File: src/rtl/wdt_core.sv
module wdt_core #(
  parameter int CNT_W   = 8,
  parameter int PRE_W   = 12,
  parameter int RST_LEN = 518
) (
  input  logic       clk,
  input  logic       ext_rst_n,
  input  logic       bus_wr,
  input  logic       bus_rd,
  input  logic       bus_addr,
  input  logic [7:0] bus_wdata,
  output logic [7:0] bus_rdata,
  output logic       ovf_irq,
  output logic       nmi_req,
  output logic       sys_rst_out
);

  localparam int RW = $clog2(RST_LEN + 1);
  localparam int TW = $clog2(PRE_W);

  logic             ovf_q, wd_q, en_q, rsel_q, src_q, arm_q, nmi_q;
  logic [2:0]       cks_q;
  logic [CNT_W-1:0] cnt_q;
  logic [PRE_W-1:0] pre_q;
  logic [RW-1:0]    rcnt_q;

  function automatic logic [TW-1:0] tap_of(input logic [2:0] c);
    case (c)
      3'd0:    return TW'(0);
      3'd1:    return TW'(4);
      3'd2:    return TW'(5);
      3'd3:    return TW'(6);
      3'd4:    return TW'(7);
      3'd5:    return TW'(8);
      3'd6:    return TW'(10);
      default: return TW'(11);
    endcase
  endfunction

  logic [PRE_W-1:0] tap_mask;
  logic             tick, ctrl_wr, cnt_wr, ovf_evt, wd_rst, wd_nmi;

  assign tap_mask = (PRE_W'(1) << (tap_of(cks_q) + TW'(1))) - PRE_W'(1);
  assign tick     = en_q && ((pre_q & tap_mask) == (tap_mask >> 1));
  assign ctrl_wr  = bus_wr && !bus_addr;
  assign cnt_wr   = bus_wr && bus_addr && en_q;
  assign ovf_evt  = tick && !cnt_wr && (cnt_q == {CNT_W{1'b1}});
  assign wd_rst   = ovf_evt && wd_q && rsel_q;
  assign wd_nmi   = ovf_evt && wd_q && !rsel_q;

  always_ff @(posedge clk or negedge ext_rst_n) begin
    if (!ext_rst_n) begin
      pre_q <= '0;
      cnt_q <= '0;
    end else if (!en_q) begin
      pre_q <= '0;
      cnt_q <= '0;
    end else begin
      pre_q <= pre_q + PRE_W'(1);
      if (cnt_wr)    cnt_q <= bus_wdata[CNT_W-1:0];
      else if (tick) cnt_q <= cnt_q + CNT_W'(1);
    end
  end

  always_ff @(posedge clk or negedge ext_rst_n) begin
    if (!ext_rst_n) begin
      wd_q   <= 1'b0;
      en_q   <= 1'b0;
      rsel_q <= 1'b0;
      cks_q  <= 3'd0;
    end else if (ctrl_wr) begin
      wd_q   <= bus_wdata[6];
      en_q   <= bus_wdata[5];
      rsel_q <= bus_wdata[4];
      cks_q  <= bus_wdata[2:0];
    end
  end

  always_ff @(posedge clk or negedge ext_rst_n) begin
    if (!ext_rst_n) begin
      ovf_q <= 1'b0;
      arm_q <= 1'b0;
    end else begin
      if (ovf_evt)                              ovf_q <= 1'b1;
      else if (ctrl_wr && arm_q && !bus_wdata[7]) ovf_q <= 1'b0;
      if (ctrl_wr)                              arm_q <= 1'b0;
      else if (bus_rd && !bus_addr && ovf_q)    arm_q <= 1'b1;
    end
  end

  always_ff @(posedge clk or negedge ext_rst_n) begin
    if (!ext_rst_n) begin
      src_q  <= 1'b1;
      rcnt_q <= '0;
      nmi_q  <= 1'b0;
    end else begin
      nmi_q <= wd_nmi;
      if (wd_rst) begin
        src_q  <= 1'b0;
        rcnt_q <= RW'(RST_LEN);
      end else if (rcnt_q != '0) begin
        rcnt_q <= rcnt_q - RW'(1);
      end
    end
  end

  assign ovf_irq     = ovf_q && !wd_q;
  assign nmi_req     = nmi_q;
  assign sys_rst_out = (rcnt_q != '0);
  assign bus_rdata   = bus_addr ? 8'(cnt_q)
                                : {ovf_q, wd_q, en_q, rsel_q, src_q, cks_q};

endmodule

File: config.mk
export PLATFORM = sky130hd
export DESIGN_NAME = wdt_core
export DESIGN_NICKNAME = d
export VERILOG_FILES = /design/src/rtl/wdt_core.sv
export SDC_FILE = /design/constraint.sdc
export NUM_CORES = 1
export LEC_CHECK = 0
export BUFFER_PORTS_ARGS = -buffer_cell sky130_fd_sc_hd__buf_4
export CAP_MARGIN = 30
export CORE_UTILIZATION = 50
export CTS_CLUSTER_SIZE = 40
export DETAILED_ROUTE_END_ITERATION = 12
export GPL_TIMING_DRIVEN = 0
export PLACE_DENSITY = 0.72
export SLEW_MARGIN = 20
export SYNTH_ARGS = -nofsm -noshare
export SYNTH_HDL_FRONTEND = slang
export SYNTH_SLANG_ARGS = --single-unit
export TNS_END_PERCENT = 50
File: constraint.sdc
create_clock -name clk -period 2.45 [get_ports clk]
set_input_delay 0.3675 -clock clk [delete_from_list [all_inputs] [get_ports clk]]
set_output_delay 0.3675 -clock clk [all_outputs]
set_load 0.005 [all_outputs]
==> results_dict.tcl, run 1 <==
set metrics [dict create \
    final_cell_mix "dfrtp_1, buf_4, mux2_2" \
    crit_arrival_ps 2650 \
    clockBufferDepth 2 \
    die_area_um2 5090 \
    dp_slack_ps -131 \
    cts-root-buf "clkbuf_8" \
    rows 24 \
    multi_input_area_um2 1370 \
    syn_nets 263 \
    cp_max_fo 6 \
    skew_ps 11.7 \
    core_area_um2 4470 \
    tns_ps -33.1 \
    ios 24 \
    ant_nets 0 \
    drive_gt1_share_pct 27.4 \
    synth-edff-count 0 \
    yosysTopAreaCell "dfrtp_1" \
    wl_per_cell_um 15.1 \
    crit_path_end_kind "flip-flop" \
    fin_crit_ps 2480 \
    finalSetupViolations 1 \
    synth_top_area_share_pct 40.6 \
    yosys_warnings 0 \
    grt_max_degree 41 \
    syn_inst 246 \
    layout.nets 297 \
    synthTopCellsByArea "dfrtp_1, mux2_2, and2_1, xor2_1, nor2_1" \
    timing.slew.headroom_pct 62.0 \
    seq_area_frac_synth_pct 41.7 \
    worstSkewPairLatency_ps 290 \
    ys_ff_latch 40 \
    synthesis.area_um2 2400 \
    cap_violations 0 \
    rr_worst_depth 9 \
    startpoint_type "flip-flop" \
    fin_ws_ps -33.1 \
    antenna_found_initial 0 \
    grt_pass1_vias 1766 \
    fp.dieW_um 71.4 \
    viasPerCell 5.77 \
    drc 0 \
    die_h_um 71.4 \
    diodes 0 \
    power_density_nw_per_um2 556 \
    gp_congestion 0.815 \
    outcome "finished with violations" \
    irDropWorstVdd_v 0.000324 \
    dp_hpwl_um 3370 \
    hold_violations 0 \
    tightest_slew_ps 565 \
    final_max_slew_viol_count 0 \
    ctsHtreeMaxLevel 2 \
    p_leak_uw 0.00128 \
    final_common_cell "dfrtp_1" \
    power_uw 1610 \
    start_util_pct 53.7 \
    vias 1922 \
    drt_iter0_drc 104 \
    io_buffers 23 \
    dr.pass1.iters 4 \
    rsz0062_at_grt "yes" \
    cts_tree "built" \
    ys_types 55 \
    worst-setup-path-type "reg -> reg" \
    avgSynthCellArea_um2 9.78 \
    cts_sinks 40 \
    cts_hold_buf 0 \
    hold_path_class "in -> async" \
    cts.reportedPaths.clkPinSlew_ps 80 \
    timing.final.crit_share_pct 101 \
    area_growth_pct 20.5 \
    cts_inserted_buffers 5 \
    required_ps 2620 \
    globalRouteTotalUtil_pct 20.7 \
    synthFlopType "dfrtp_1" \
    wl_um 5010 \
    ys_async_sr_fraction_pct 100 \
    grt-ovfl-total 0 \
    seqCellArea_um2 1000 \
    nFillCells 379 \
    violations "setup timing" \
    grt_pass1_wl_um 8340 \
    fmax_mhz 403 \
]
routing by layer:
layer / part of all wire (%) / GRT usage (%)
met1: 51 / 31.8
met2: 45 / 31.1
met3: 3.2 / 2.95
met4: 0.76 / 4.67
met5: 0 / 0
area by class of cell:
| type | instances | share of cell area (%) |
|---|---|---|
| plain buffers | 13 | 3.24 |
| clock buffers | 6 | 2.50 |
| clock inverters | 2 | 1.21 |
| inverters | 8 | 1.04 |
| multi-input cells | 183 | 47.1 |
| flip-flops and latches | 40 | 34.6 |
| well taps | 52 | 2.25 |
| repair buffers | 29 | 8.07 |
through the flow:
| stage | cell area (um2) | instances | util, % | hold WS [ps] |
|---|---|---|---|---|
| after floorplan | 2430 | 246 | - | 71.9 |
| after global placement | 2660 | 321 | 59.5 | 378 |
| after detailed placement | 2660 | 321 | 59.5 | 381 |
| after CTS | 2850 | 332 | 63.7 | 73.4 |
| after global routing | 2900 | 333 | 64.8 | 104 |
| final | 2900 | 333 | 64.8 | 35.8 |
worst max-delay path, cell delays in order (launching register included):
cell,delay [ps]
dfrtp_1,400
or3_4,390
ha_4,280
nand2b_1,50
a211o_1,290
a222oi_1,270
buf_4,220
buf_12,120
a31oi_4,60
o31a_1,280
final timing paths:
kind | slack, ps | startpoint | endpoint
max in group asynchronous | 2040 | ext_rst_n | wd_q
min reg2reg | 510 | src_q | src_q
max | -30 | cks_q[1] | cnt_q[6]
min in group clk | 320 | bus_wdata[0] | cks_q[0]
min | 40 | ext_rst_n | rcnt_q[3]
max reg2reg | -30 | cks_q[1] | cnt_q[6]
timing repair:
action	CTS	global route
setup endpoints to repair	20	21
pin swaps	15	12
setup buffers	4	3
hold endpoints to repair	0	0
resized for setup	8	11
Yosys cell counts (all sizes together), types with 2 or more instances:
cell    instances
dfrtp          39
nor2           16
a211oi          2
o21ai           9
xnor2           6
ha              4
a21o            2
nand4           7
nand3b          4
nand2          13
a31oi           8
xor2            9
nor3b           5
mux2           14
nand2b          2
nor3            9
clkbuf          9
nand3          10
and2           14
mux2i           3
nor4            2
a31o            2
and3            7
inv             8
and4            6
buf             6
a211o           2
a21oi           4
or3b            2
nor2b           8
registers in the layout, summed over array words and instances (netlist names):
name     count
arm_q        1
pre_q       12
rcnt_q      10
cnt_q        8
wd_q         1
ovf_q        1
src_q        1
rsel_q       1
en_q         1
nmi_req      1
cks_q        3
power breakdown:
part | switching, uW | leakage (uW) | internal, uW
clock network | 225 | 0.0000552 | 302
registers | 52.1 | 0.000499 | 702
logic | 162 | 0.000722 | 168
total | 438 | 0.00128 | 1170
logic make-up after synthesis:
group           synth area share, %
other cells                   0.156
fa+ha+maj                      2.08
mux                            7.80
xor+xnor                       5.46
simple gates                   27.1
flops                          41.7
compound gates                 10.8
buf+inv                        4.99
Power figures use the tool's default switching activity.
==> run 2, diff against run 1 <==
Settings changed: ABC_AREA set to 1, BUFFER_PORTS_ARGS -buffer_cell sky130_fd_sc_hd__buf_4 to not set, CTS_CLUSTER_DIAMETER set to 30, DONT_BUFFER_PORTS set to 1, PLACE_DENSITY 0.72 to 0.68.
==> run 2 against run 1 <==
Net effect: the flow now finishes without violations; global-route usage up 1.6 points; sequential share of layout area rose by 3.4 points; via count rose by 9.3%; combinational power shrank 23%; cell count is 23% higher; critical path type unchanged; highest routed layer unchanged.
==> results_dict.tcl, run 2 <==
set metrics [dict create \
    outcome "completed" \
    dr.pass1.iters 4 \
    hold_violations 0 \
    antenna_found_initial 0 \
    core_area_um2 4500 \
    io_buffers 0 \
    wl_per_cell_um 12.4 \
    worst-setup-path-type "reg -> reg" \
    top_regs "pre_q x12, rcnt_q x10, cnt_q x8" \
    cts.reportedPaths.clkPinSlew_ps 80 \
    post_cts_buffers 0 \
    final_cell_mix "nand2_1, inv_1, dfrtp_1" \
    cts_tree "built" \
    synthTopCellsByArea "dfrtp_1, nand2_1, inv_1, o21ai_0, nand3_1" \
    worstSkewPairLatency_ps 300 \
    syn_inst 349 \
    yosysMostFrequentCell "nand2_1" \
    synthFlopType "dfrtp_1" \
    power_uw 1550 \
    synth-edff-count 0 \
    worstPathCellList "nor2_2 -> nand2_1 -> ha_1 -> nand2_2 -> clkinv_1 -> nand2_1 -> nand3_2 -> nand2_1 -> nand3_2 -> nor2_4 -> nand4_2 -> buf_6 -> nand2_1 -> inv_1" \
    fin_crit_ps 2230 \
    gp_congestion 0.876 \
    viasPerCell 5.11 \
    start_util_pct 53.9 \
    wl_um 5080 \
    drive_gt1_share_pct 8.91 \
    cap_violations 0 \
    hold_end "wd_q" \
    fmax_mhz 449 \
    ys_async_sr_fraction_pct 100 \
    power_density_nw_per_um2 588 \
    final_max_slew_viol_count 0 \
    skew_ps 7.72 \
    timing.slew.headroom_pct 64.3 \
    final_common_cell "nand2_1" \
    yosys-top-cells-count "nand2_1, inv_1, dfrtp_1, o21ai_0, nor2_1" \
    critPathSlowestCell "dfrtp_1" \
    drc 0 \
    reg2reg_to "rcnt_q[8]" \
    crit_path_end_kind "flip-flop" \
    seq_area_frac_synth_pct 41.3 \
    tightest_slew_ps 535 \
    required_ps 2650 \
    ys_ff_latch 40 \
    die_area_um2 5130 \
    grt-ovfl-total 0 \
    rows 24 \
    cpMostUsedCell "nand2_1" \
    path_delay_family "simple AND/OR/NAND/NOR gates" \
    ios 24 \
    avgSynthCellArea_um2 6.95 \
    cp_num_buf_inv 3 \
    drt_iter0_drc 137 \
    syn_nets 366 \
    dp_hpwl_um 3660 \
    synthesis.area_um2 2430 \
    timing.final.crit_share_pct 90.8 \
    grt_max_degree 41 \
    cts-root-buf "clkbuf_8" \
    rr_worst_depth 14 \
    layout.nets 375 \
    p_leak_uw 0.00133 \
    cp_max_fo 10 \
    hold_slack_ps 184 \
    area_growth_pct 8.72 \
    ant_nets 0 \
    tns_ps 0 \
    irDropWorstVdd_v 0.000356 \
    clockBufferDepth 2 \
    yosysTopAreaCell "dfrtp_1" \
    hold_depth 2 \
    diodes 0 \
    finalSetupViolations 0 \
    ys_types 32 \
    globalRouteTotalUtil_pct 22.4 \
    startpoint_type "flip-flop" \
    regMostFlops "pre_q" \
    hp-start "bus_wdata[6]" \
    cts_inserted_buffers 5 \
    synth_top_area_share_pct 40.2 \
    grt_pass1_vias 2031 \
    crit_arrival_ps 2420 \
    vias 2101 \
    rsz0062_at_grt "no" \
    grt_pass1_wl_um 8980 \
    die_h_um 71.7 \
    cts_sinks 40 \
    reg2reg_slack_ps 220 \
    largest_reg_flops 12 \
    ctsHtreeMaxLevel 2 \
    reg2reg_from "cks_q[1]" \
    yosys_warnings 0 \
    cpPeakStageDelay_ps 470 \
    hold_path_class "in -> reg" \
    fp.dieW_um 71.7 \
]
-- run 2: cell types whose count changed after synthesis, moves of 6 or more --
cell and change:
mux2_2 -14, clkbuf_1 -6, nand2_2 +8, and2_1 -13, nand3_1 +16, nor2b_1 -8, o21ai_0 +22, a21oi_1 +11
nand2_1 +88, and4_1 -6, nor2_1 +11, a31oi_1 -7, and3_1 -7, inv_1 +50
-- run 2: report_power, final --
| group | internal [uW] | switching (uW) |
|---|---|---|
| sequential | 704 | 51.9 |
| clock | 301 | 239 |
| combinational | 83.0 | 171 |
-- run 2: final cells by class --
| class | instances | area (um2) |
|---|---|---|
| buffer | 6 | 32.5 |
| fill | 447 | 1870 |
| tap | 52 | 65.1 |
| sequential | 40 | 1000 |
| clock buffer | 5 | 68.8 |
| inverter | 63 | 236 |
| clock inverter | 3 | 42.5 |
| multi-input combinational | 240 | 1160 |
| timing repair buffer | 2 | 30.0 |
-- run 2: how the worst max path moves through the flow --
stage | startpoint | end | depth (start not counted)
2_1_floorplan | cks_q[1] | rcnt_q[8] | 14
3_3_place_gp | cks_q[1] | rcnt_q[8] | 16
3_5_place_dp | cks_q[1] | rcnt_q[5] | 16
4_1_cts | cks_q[1] | rcnt_q[8] | 16
5_1_grt | cks_q[1] | rcnt_q[4] | 16
6_report | cks_q[1] | rcnt_q[8] | 14
-- run 2: logic make-up after synthesis --
| kind of cell | Yosys count | synth area share, % |
|---|---|---|
| adders and majority gates | 4 | 2.06 |
| buffers and inverters | 69 | 11.1 |
| and+or+nand+nor | 177 | 31.7 |
| xor gates and xnor gates | 8 | 2.89 |
| other | 1 | 0.155 |
| DFF | 40 | 41.3 |
| AOI/OAI and AO/OA | 50 | 10.8 |
-- run 2: per-stage QoR --
stage               worst slack (ps)  util [%]  cell area (um2)  std cells
finish                           225      58.6             2640        411
global route                    6.29      58.6             2640        411
CTS                              215      58.4             2630        411
detailed placement               244      55.3             2490        401
global placement                 265      55.3             2490        401
floorplan                        477         -             2430        349
-- run 2: per-layer routing --
| layer | GRT usage [%] | part of all wire, % |
|---|---|---|
| met4 | 8.28 | 1.9 |
| met3 | 4.50 | 4.2 |
| met2 | 37.8 | 46 |
| met1 | 28.4 | 48 |
| met5 | 0 | 0 |
-- run 2: what timing repair did --
action,4_1_cts,5_1_grt
hold buffers,2,0
resized for setup,0,1
endpoints found under the hold margin,40,0
setup endpoints to repair,0,1
==> run 3, diff against run 2 <==
Settings changed: PLACE_DENSITY 0.68 to not set.
Clock period 2.45 ns to 2.2 ns, I/O delays scaled along.
==> run 3 against run 2 <==
Net effect: register-to-register slack worse by 130 ps; clock skew is 0.85 ps higher; first-iteration DRC count is 34% lower; combinational power is 28% higher; sequential share of layout area is 1.7 points lower; flip-flop and latch count stayed put; count of clock-buffer cells in the layout stayed put; critical path type unchanged; critical endpoint is now rcnt_q[0].
==> results_dict.tcl, run 3 (same netlist as run 2, synthesis figures left out) <==
set metrics [dict create \
    irDropWorstVdd_v 0.000504 \
    required_ps 2390 \
    final_common_cell "nand2_1" \
    reg2reg_to "rcnt_q[0]" \
    critical_path.startpoint "cks_q[0]" \
    fin_crit_ps 2100 \
    io_buffers 0 \
    globalRouteTotalUtil_pct 22.6 \
    wl_per_cell_um 12.9 \
    timing.final.crit_share_pct 95.5 \
    grt_pass1_vias 2055 \
    drt_iter0_drc 91 \
    hold_path_class "in -> reg" \
    vias 2141 \
    cts_sinks 40 \
    clockBufferDepth 2 \
    place_inst 401 \
    dr.pass1.iters 4 \
    layout.nets 381 \
    worst-setup-path-type "reg -> reg" \
    cts_inserted_buffers 5 \
    antenna_found_initial 0 \
    drc 0 \
    startpoint_type "flip-flop" \
    largest_reg_flops 12 \
    power_density_nw_per_um2 722 \
    ant_nets 0 \
    outcome "completed" \
    grt-ovfl-total 0 \
    fp.dieW_um 71.7 \
    rows 24 \
    p_leak_uw 0.00138 \
    fin_cells 417 \
    cap_violations 0 \
    cts-root-buf "clkbuf_8" \
    ios 24 \
    viasPerCell 5.13 \
    rr_worst_depth 16 \
    cts_tree "built" \
    start_util_pct 53.9 \
    fmax_mhz 476 \
    die_h_um 71.7 \
    reg2reg_from "cks_q[0]" \
    ctsHtreeMaxLevel 2 \
    regMostFlops "pre_q" \
    power_uw 2000 \
    die_area_um2 5130 \
    cts.reportedPaths.clkPinSlew_ps 80 \
    grt_max_degree 41 \
    tightest_slew_ps 637 \
    skew_ps 8.57 \
    crit_path_end_kind "flip-flop" \
    final_cell_mix "nand2_1, inv_1, dfrtp_1" \
    finalSetupViolations 0 \
    area_growth_pct 14.1 \
    grt_pass1_wl_um 9130 \
    hp-start "bus_wdata[6]" \
    nFillCells 423 \
    drive_gt1_share_pct 12.6 \
    crit_arrival_ps 2290 \
    final_max_slew_viol_count 0 \
    top_regs "pre_q x12, rcnt_q x10, cnt_q x8" \
    timing.slew.headroom_pct 57.2 \
    diodes 0 \
    hold_violations 0 \
    core_area_um2 4500 \
    gp_congestion 0.867 \
    wl_um 5380 \
    cp_max_fo 5 \
    endpoint "rcnt_q[0]" \
    dp_hpwl_um 3770 \
    reg2reg_slack_ps 100 \
    worstSkewPairLatency_ps 290 \
]
==> run 3: how the worst min path moves through the flow <==
stage / to / depth (start not counted)
after CTS: wd_q / 2
after floorplan: arm_q / 0
after detailed placement: pre_q[0] / 0
after global placement: pre_q[2] / 0
final: wd_q / 2
after global routing: wd_q / 2
==> run 3: per-layer routing <==
layer / vias up / routed length, um / part of all wire, % / global-route usage (%)
met4: 0 / 39 / 0.73 / 7.19
met3: 4 / 283 / 5.3 / 5.20
li1: 1117 / - / - / -
met1: 970 / 2600 / 48 / 30.4
met2: 50 / 2460 / 46 / 36.2
met5: - / 0 / 0 / 0
==> run 3: cell type report <==
class	instances	area (um2)	share of cell area (%)
clock inverter	3	90.1	3.25
buffer	6	32.5	1.18
tap	52	65.1	2.35
clock buffer	5	68.8	2.49
inverter	63	236	8.54
multi-input combinational	240	1190	43.1
sequential	40	1010	36.3
timing repair buffer	8	75.1	2.71
==> run 3: power breakdown <==
group | switching [uW] | leakage [uW] | total [uW] | internal, uW
combinational | 209 | 0.000801 | 324 | 115
clock | 263 | 0.0000784 | 830 | 568
sequential | 58.0 | 0.000504 | 844 | 786
==> run 3: what timing repair did <==
| action | CTS | global route |
|---|---|---|
| resized for setup | 2 | 12 |
| hold buffers | 2 | 0 |
| endpoints found under the hold margin | 40 | 0 |
| pin swaps | 0 | 2 |
| endpoints found under the setup margin | 7 | 21 |
| buffers inserted | 0 | 5 |
| gates cloned | 0 | 1 |
==> run 3: through the flow <==
| step | TNS (ps) | hold slack, ps | utilization [%] | setup WS, ps | cell area (um2) |
|---|---|---|---|---|---|
| finish | 0 | 151 | 61.4 | 99.7 | 2770 |
| global route | -109 | 143 | 61.4 | -35.5 | 2770 |
| CTS | 0 | 145 | 59.6 | 7.81 | 2690 |
| detailed placement | -222 | 35.4 | 55.3 | -47.2 | 2490 |
| global placement | -169 | 35.3 | 55.3 | -34.2 | 2490 |
| floorplan | 0 | 34.4 | - | 227 | 2430 |
==> run 3: critical path: stages (launching register included) <==
cell	delay, ps
dfrtp_2	450
nor2_4	170
nand2_2	100
ha_4	180
nand2_1	60
inv_1	40
nand2_1	50
nand2_1	40
nor2_1	80
nand2_1	70
nor2_2	100
nand2_2	70
nor2_4	210
nand4_4	120
buf_4	190
nand2_2	60
inv_2	30
